--- src/rtl/setup_cap_pkg.sv ---
package setup_cap_pkg;

   localparam int WORD_W      = 32;
   localparam int SETUP_BYTES = 8;

   typedef enum logic [1:0] {
      KIND_NONE  = 2'd0,
      KIND_SETUP = 2'd1,
      KIND_DONE  = 2'd2
   } entry_kind_e;

   typedef enum logic [1:0] {
      EM_IDLE = 2'd0,
      EM_W1   = 2'd1,
      EM_W2   = 2'd2,
      EM_MARK = 2'd3
   } emit_state_e;

   // status word: kind [1:0], endpoint [7:4], byte count [14:8]
   function automatic logic [WORD_W-1:0] status_word(entry_kind_e kind,
                                                     logic [3:0]  ep,
                                                     logic [6:0]  bcnt);
      logic [WORD_W-1:0] w;
      w       = '0;
      w[1:0]  = kind;
      w[7:4]  = ep;
      w[14:8] = bcnt;
      return w;
   endfunction

endpackage

--- src/rtl/setup_rec_emitter.sv ---
module setup_rec_emitter
   import setup_cap_pkg::*;
#(
   parameter int EP_W = 2
) (
   input  logic              clk,
   input  logic              rst_n,
   input  logic              setup_valid,
   input  logic [EP_W-1:0]   setup_ep,
   input  logic [63:0]       setup_bytes,
   input  logic              stage_adv,
   input  logic [EP_W-1:0]   stage_ep,
   output logic              fifo_wr,
   output logic [WORD_W-1:0] fifo_wdata
);

   localparam logic [6:0] SETUP_BCNT = 7'(SETUP_BYTES);

   emit_state_e     st;
   logic [63:0]     hold;
   logic            pend;
   logic [EP_W-1:0] pend_ep;

   always_ff @(posedge clk or negedge rst_n) begin
      if (!rst_n) begin
         st         <= EM_IDLE;
         hold       <= '0;
         pend       <= 1'b0;
         pend_ep    <= '0;
         fifo_wr    <= 1'b0;
         fifo_wdata <= '0;
      end else begin
         fifo_wr <= 1'b0;
         unique case (st)
            EM_IDLE: begin
               if (setup_valid) begin
                  fifo_wr    <= 1'b1;
                  fifo_wdata <= status_word(KIND_SETUP, 4'(setup_ep), SETUP_BCNT);
                  hold       <= setup_bytes;
                  st         <= EM_W1;
                  if (stage_adv) begin
                     pend    <= 1'b1;
                     pend_ep <= stage_ep;
                  end
               end else if (stage_adv) begin
                  fifo_wr    <= 1'b1;
                  fifo_wdata <= status_word(KIND_DONE, 4'(stage_ep), 7'd0);
               end
            end
            EM_W1: begin
               fifo_wr    <= 1'b1;
               fifo_wdata <= hold[31:0];
               st         <= EM_W2;
               if (stage_adv && !pend) begin
                  pend    <= 1'b1;
                  pend_ep <= stage_ep;
               end
            end
            EM_W2: begin
               fifo_wr    <= 1'b1;
               fifo_wdata <= hold[63:32];
               if (pend || stage_adv) begin
                  st   <= EM_MARK;
                  pend <= 1'b1;
                  if (!pend) pend_ep <= stage_ep;
               end else begin
                  st <= EM_IDLE;
               end
            end
            EM_MARK: begin
               fifo_wr    <= 1'b1;
               fifo_wdata <= status_word(KIND_DONE, 4'(pend_ep), 7'd0);
               pend       <= 1'b0;
               st         <= EM_IDLE;
            end
            default: st <= EM_IDLE;
         endcase
      end
   end

   // input contract: a SETUP only arrives while no record is streaming
   a_r2_setup_when_idle: assert property (@(posedge clk) disable iff (!rst_n)
      setup_valid |-> st == EM_IDLE);

   // a pending marker follows the third record word directly
   a_r6_marker_after_record: assert property (@(posedge clk) disable iff (!rst_n)
      (st == EM_W2 && (pend || stage_adv)) |=> ##1 (fifo_wr && fifo_wdata[1:0] == 2'd2));

endmodule

--- src/rtl/setup_ep_ctrl.sv ---
module setup_ep_ctrl #(
   parameter int CNT_W = 2
) (
   input  logic             clk,
   input  logic             rst_n,
   input  logic             load,
   input  logic [CNT_W-1:0] load_val,
   input  logic             setup_hit,
   input  logic             pop_done_hit,
   input  logic             clr,
   output logic [CNT_W-1:0] cnt,
   output logic             in_nak,
   output logic             out_nak,
   output logic             en_clr,
   output logic             irq
);

   always_ff @(posedge clk or negedge rst_n) begin
      if (!rst_n) begin
         cnt     <= '0;
         in_nak  <= 1'b0;
         out_nak <= 1'b0;
         en_clr  <= 1'b0;
         irq     <= 1'b0;
      end else begin
         in_nak  <= setup_hit;
         out_nak <= setup_hit;
         en_clr  <= pop_done_hit;
         irq     <= pop_done_hit | (irq & ~clr);
         if (load)
            cnt <= load_val;
         else if (setup_hit && cnt != '0)
            cnt <= cnt - 1'b1;
      end
   end

   a_r1_load: assert property (@(posedge clk) disable iff (!rst_n)
      load |=> cnt == $past(load_val));

   a_r4_saturate: assert property (@(posedge clk) disable iff (!rst_n)
      (cnt == '0 && setup_hit && !load) |=> cnt == '0);

   a_r5_nak_pair: assert property (@(posedge clk) disable iff (!rst_n)
      setup_hit |=> (in_nak && out_nak));

   a_r7_irq_cause: assert property (@(posedge clk) disable iff (!rst_n)
      $rose(irq) |-> $past(pop_done_hit));

   a_r8_clear_with_irq: assert property (@(posedge clk) disable iff (!rst_n)
      en_clr |-> irq);

   a_r9_sticky: assert property (@(posedge clk) disable iff (!rst_n)
      (irq && !clr) |=> irq);

endmodule

--- src/rtl/setup_capture_engine.sv ---
module setup_capture_engine
   import setup_cap_pkg::*;
#(
   parameter int NUM_EP = 4,
   parameter int EP_W   = 2,
   parameter int CNT_W  = 2
) (
   input  logic                    clk,
   input  logic                    rst_n,
   input  logic [NUM_EP-1:0]       cnt_load,
   input  logic [CNT_W-1:0]        cnt_load_val,
   input  logic                    setup_valid,
   input  logic [EP_W-1:0]         setup_ep,
   input  logic [63:0]             setup_bytes,
   input  logic                    stage_adv,
   input  logic [EP_W-1:0]         stage_ep,
   input  logic                    pop_valid,
   input  logic                    pop_is_done,
   input  logic [EP_W-1:0]         pop_ep,
   input  logic [NUM_EP-1:0]       irq_clr,
   output logic                    fifo_wr,
   output logic [31:0]             fifo_wdata,
   output logic [NUM_EP*CNT_W-1:0] setup_left,
   output logic [NUM_EP-1:0]       in_nak_set,
   output logic [NUM_EP-1:0]       out_nak_set,
   output logic [NUM_EP-1:0]       oep_en_clr,
   output logic [NUM_EP-1:0]       setup_irq
);

   localparam int EP_SPAN = 1 << EP_W;

   generate
      if (EP_W < 1 || EP_W > 4) begin : g_bad_ep_w
         $error("EP_W must lie in 1..4 to fit the status word field");
      end
      if (NUM_EP < 1 || NUM_EP > EP_SPAN) begin : g_bad_num_ep
         $error("NUM_EP must lie in 1..2**EP_W");
      end
      if (CNT_W < 2) begin : g_bad_cnt_w
         $error("CNT_W must hold a count of three");
      end
      if (WORD_W != 32) begin : g_bad_word
         $error("record layout needs 32-bit FIFO words");
      end
   endgenerate

   logic [NUM_EP-1:0] setup_hit;
   logic [NUM_EP-1:0] pop_hit;

   setup_rec_emitter #(.EP_W(EP_W)) u_emit (
      .clk         (clk),
      .rst_n       (rst_n),
      .setup_valid (setup_valid),
      .setup_ep    (setup_ep),
      .setup_bytes (setup_bytes),
      .stage_adv   (stage_adv),
      .stage_ep    (stage_ep),
      .fifo_wr     (fifo_wr),
      .fifo_wdata  (fifo_wdata)
   );

   for (genvar e = 0; e < NUM_EP; e++) begin : g_ep
      assign setup_hit[e] = setup_valid && (setup_ep == EP_W'(e));
      assign pop_hit[e]   = pop_valid && pop_is_done && (pop_ep == EP_W'(e));

      setup_ep_ctrl #(.CNT_W(CNT_W)) u_ctrl (
         .clk          (clk),
         .rst_n        (rst_n),
         .load         (cnt_load[e]),
         .load_val     (cnt_load_val),
         .setup_hit    (setup_hit[e]),
         .pop_done_hit (pop_hit[e]),
         .clr          (irq_clr[e]),
         .cnt          (setup_left[e*CNT_W +: CNT_W]),
         .in_nak       (in_nak_set[e]),
         .out_nak      (out_nak_set[e]),
         .en_clr       (oep_en_clr[e]),
         .irq          (setup_irq[e])
      );
   end

   // three consecutive writes, the first one tagged as SETUP data
   a_r2_three_words: assert property (@(posedge clk) disable iff (!rst_n)
      setup_valid |=> (fifo_wr && fifo_wdata[1:0] == 2'd1) ##1 fifo_wr ##1 fifo_wr);

   // a stage change on an idle pipeline writes its marker next clock
   a_r6_idle_marker: assert property (@(posedge clk) disable iff (!rst_n)
      (stage_adv && !setup_valid && !fifo_wr) |=> (fifo_wr && fifo_wdata[1:0] == 2'd2));

   // NAK strobes only ever come as a pair
   a_r5_nak_match: assert property (@(posedge clk) disable iff (!rst_n)
      in_nak_set == out_nak_set);

endmodule

--- config.mk ---
export PLATFORM = sky130hd
export DESIGN_NAME = setup_capture_engine
export DESIGN_NICKNAME = d
export VERILOG_FILES = /design/src/rtl/setup_cap_pkg.sv /design/src/rtl/setup_rec_emitter.sv /design/src/rtl/setup_ep_ctrl.sv /design/src/rtl/setup_capture_engine.sv
export SDC_FILE = /design/constraint.sdc
export NUM_CORES = 1
export LEC_CHECK = 0
export BUFFER_PORTS_ARGS = -buffer_cell sky130_fd_sc_hd__buf_2
export CELL_PAD_IN_SITES_DETAIL_PLACEMENT = 1
export CELL_PAD_IN_SITES_GLOBAL_PLACEMENT = 2
export CORE_AREA = 5 5 150 152
export DETAILED_ROUTE_END_ITERATION = 10
export DIE_AREA = 0 0 155 157
export PLACE_DENSITY = 0.68
export SKIP_CTS_REPAIR_TIMING = 1
export SYNTH_ARGS = -nofsm -noshare
export SYNTH_HDL_FRONTEND = slang
export SYNTH_SLANG_ARGS = --single-unit
--- constraint.sdc ---
create_clock -name clk -period 2.14 [get_ports clk]
set_input_delay 0.428 -clock clk [delete_from_list [all_inputs] [get_ports clk]]
set_output_delay 0.428 -clock clk [all_outputs]
set_load 0.005 [all_outputs]
==> metrics.cfg <==
[die]
core-area_um2 = 20890
rows = 53
die_x_um = 155
die_h_um = 157
dieArea_um2 = 24340
pin_count = 143
start_util_pct = 24.58

[worst_setup_path]
endpoint = u_emit.fifo_wdata[11]
cp.arrival_ns = 2.15
startpoint_type = flop
r2r_cells = 4
crit_start = u_emit.st[0]
cp_max_fo = 20
cp-end-kind = flop
r2r_end = u_emit.fifo_wdata[11]
r2r_start = u_emit.st[0]
reg2reg_slack_ns = 0.31
worstSetupPathType = reg -> reg
cp.required_ns = 2.46

[final_layout]
multi_input_area_um2 = 1687
fin_util_pct = 31.94
fin_cells = 811
design_area_um2 = 6671
n_antenna_cell = 0
fill_cells = 2303
fin_nets = 615
regArea_um2 = 3053
area_growth_pct = 29.92
drive_gt1_share_pct = 47.39

[cts]
clk_path_buf_depth = 2
clk_latency_ns = 0.41
htree_levels = 4
cts_buffers = 17
cts_tree = done
cts_root_buf = clkbuf_16
clkSinkCount = 122
cts.clk_slew.worst_paths_ns = 0.05

[sta]
hold_violations = 0
worst_pin_slew_ns = 1.001
skew_ns = 0.007499
fin_tns_setup_ns = 0
fmax_mhz = 546.7
relSlewSlack_pct = 32.95
rsz0062_at_grt = no
setup_ws_ns = 0.3109
post-route-period-util_pct = 85.47
drv_slew = 0
whs_ns = 0.04247
fin_crit_ns = 1.829
setup_viol = 0

[global_route]
gr-total-overflow = 0
groute.usage.overall_pct = 11.69
antenna_found_initial = 2
grt_pass1_vias = 4125
grt_max_degree = 123
grt_pass1_wl_um = 22070

[placed_design]
portBuffers = 142
dp_hpwl_um = 9664
dp_cells = 781
gp_congestion = 0.7505
place_area_um2 = 6055
post-place-ws_ns = 0.2544

[status]
outcome = complete, no violations

[synth]
yosysSeqAreaShare_pct = 59.45
yosysTopAreaCellShare_pct = 59.45
synth_area_um2 = 5135
ys_async_sr_fraction_pct = 100.0
synth_edf_count = 0
synth_area_per_cell_um2 = 13.10
yosys.area.top_type = dfrtp_1
yosysUniqueCellTypes = 39
ys.flop_type = dfrtp_1
yosysWarnings = 0
ys_ff_latch = 122
synthCells = 392
syn_nets = 482
synthTopCellsByArea = dfrtp_1, mux2_2, a222oi_1, buf_4, inv_1

[detailed_routing]
avgRoutedWirePerCell_um = 17.14
routed_via_density = 4.470
wirelength_um = 13900
drc = 0
first_pass_iters = 5
vias = 3625
first_iter_violations = 186
drtAntennaViolNets = 0

[pwr]
power.total_mw = 9.567
p_leak_nw = 3.280
ir_drop_mv = 0.5456
cellPowerDensity_nw_per_um2 = 1434

[hold_path]
holdCritPathClass = in -> async

[flow_run]
cap_violations = 0

metal layers:
metal  global-route usage, %  up-vias  part of all wire, %
li1                        -     1647                    -
met1                   14.34     1839                   44
met2                   19.16      117                   48
met3                   4.482       18                  6.9
met4                   3.574        4                  1.2
met5                       0        -                 0.19
final cells by class:
| class | instances | share of cell area [%] |
|---|---|---|
| clock buffer | 22 | 7.108 |
| clock inverter | 8 | 2.138 |
| inverter | 42 | 2.363 |
| multi-input combinational | 190 | 25.28 |
| sequential | 122 | 45.76 |
| tap | 275 | 5.158 |
| timing repair buffer | 152 | 12.19 |
synth_stat cells, drive strengths merged, types with 4 or more instances:
library cell / instances
a21oi: 8
a222oi: 27
buf: 35
dfrtp: 122
ha: 4
inv: 42
mux2: 66
nand2: 13
nor2: 14
nor2b: 4
nor3b: 5
o21ai: 4
o311ai: 4
xnor2: 4
flip-flops by register name (all words and copies together), names as in the netlist, 2 cells and up:
register	cells
g_ep.u_ctrl.cnt	8
g_ep.u_ctrl.en_clr	4
g_ep.u_ctrl.in_nak	4
g_ep.u_ctrl.irq	4
u_emit.fifo_wdata	32
u_emit.hold	64
u_emit.pend_ep	2
u_emit.st	2
power breakdown:
| group | switching [mW] | internal, mW | leakage [nW] |
|---|---|---|---|
| Combinational | 1.27 | 1.45 | 1.49 |
| Sequential | 0.552 | 3.27 | 1.49 |
| Clock | 1.01 | 2.02 | 0.302 |
| Total | 2.83 | 6.74 | 3.28 |
cell usage in the layout, fill, tap and decap left out, drive strengths merged:
master,netlist,routed
nor4b,1,1
a2111oi,1,1
a21o,3,3
clkinvlp,0,1
o311ai,4,4
nor4,1,1
nand3,3,3
nor2,14,14
a211oi,1,1
and4bb,2,2
nand4b,3,3
a31oi,2,2
nor3,3,3
o21ai,4,4
nor3b,5,5
o21bai,1,1
nand2,13,13
clkbuf,3,22
o221ai,2,2
a2bb2oi,2,2
buf,35,152
mux4,1,1
clkinv,0,3
bufinv,0,4
o22a,1,1
nand2b,3,3
ha,4,4
a222oi,27,27
mux2,66,66
o22ai,2,2
inv,42,42
or3,1,1
nand3b,1,1
a21oi,8,8
dfrtp,122,122
mux2i,3,3
xnor2,4,4
nor2b,4,4
worst max-delay path: stages, from the launching register on:
cell and delay, ns:
dfrtp_1 0.39, nor2b_2 0.78, buf_4 0.33, a2bb2oi_1 0.08, a21oi_1 0.16
cells by family (layout without fill, tap and decap cells):
| kind of cell | Yosys count | in the layout | synth area share, % |
|---|---|---|---|
| buffers and inverters | 80 | 224 | 7.895 |
| multiplexers | 70 | 70 | 15.64 |
| XOR/XNOR | 4 | 4 | 0.6822 |
| adder cells (fa/ha/maj) | 4 | 4 | 0.9747 |
| flip-flops | 122 | 122 | 59.45 |
| AO/OA/AOI/OAI | 58 | 58 | 9.357 |
| AND/OR/NAND/NOR | 54 | 54 | 5.994 |
worst min-delay path by stage:
stage | from | to | slack, ns | cells past startpoint
3_3_place_gp | g_ep[0].u_ctrl.irq | g_ep[0].u_ctrl.irq | 0.46 | 1
3_5_place_dp | g_ep[0].u_ctrl.irq | g_ep[0].u_ctrl.irq | 0.47 | 1
6_report | rst_n | g_ep[0].u_ctrl.cnt[0] | 0.04 | 2
2_1_floorplan | rst_n | g_ep[0].u_ctrl.cnt[0] | 0.13 | 0
4_1_cts | rst_n | g_ep[0].u_ctrl.cnt[0] | 0.15 | 2
5_1_grt | rst_n | g_ep[0].u_ctrl.cnt[0] | 0.17 | 2
(Power assumes the default switching activity.)
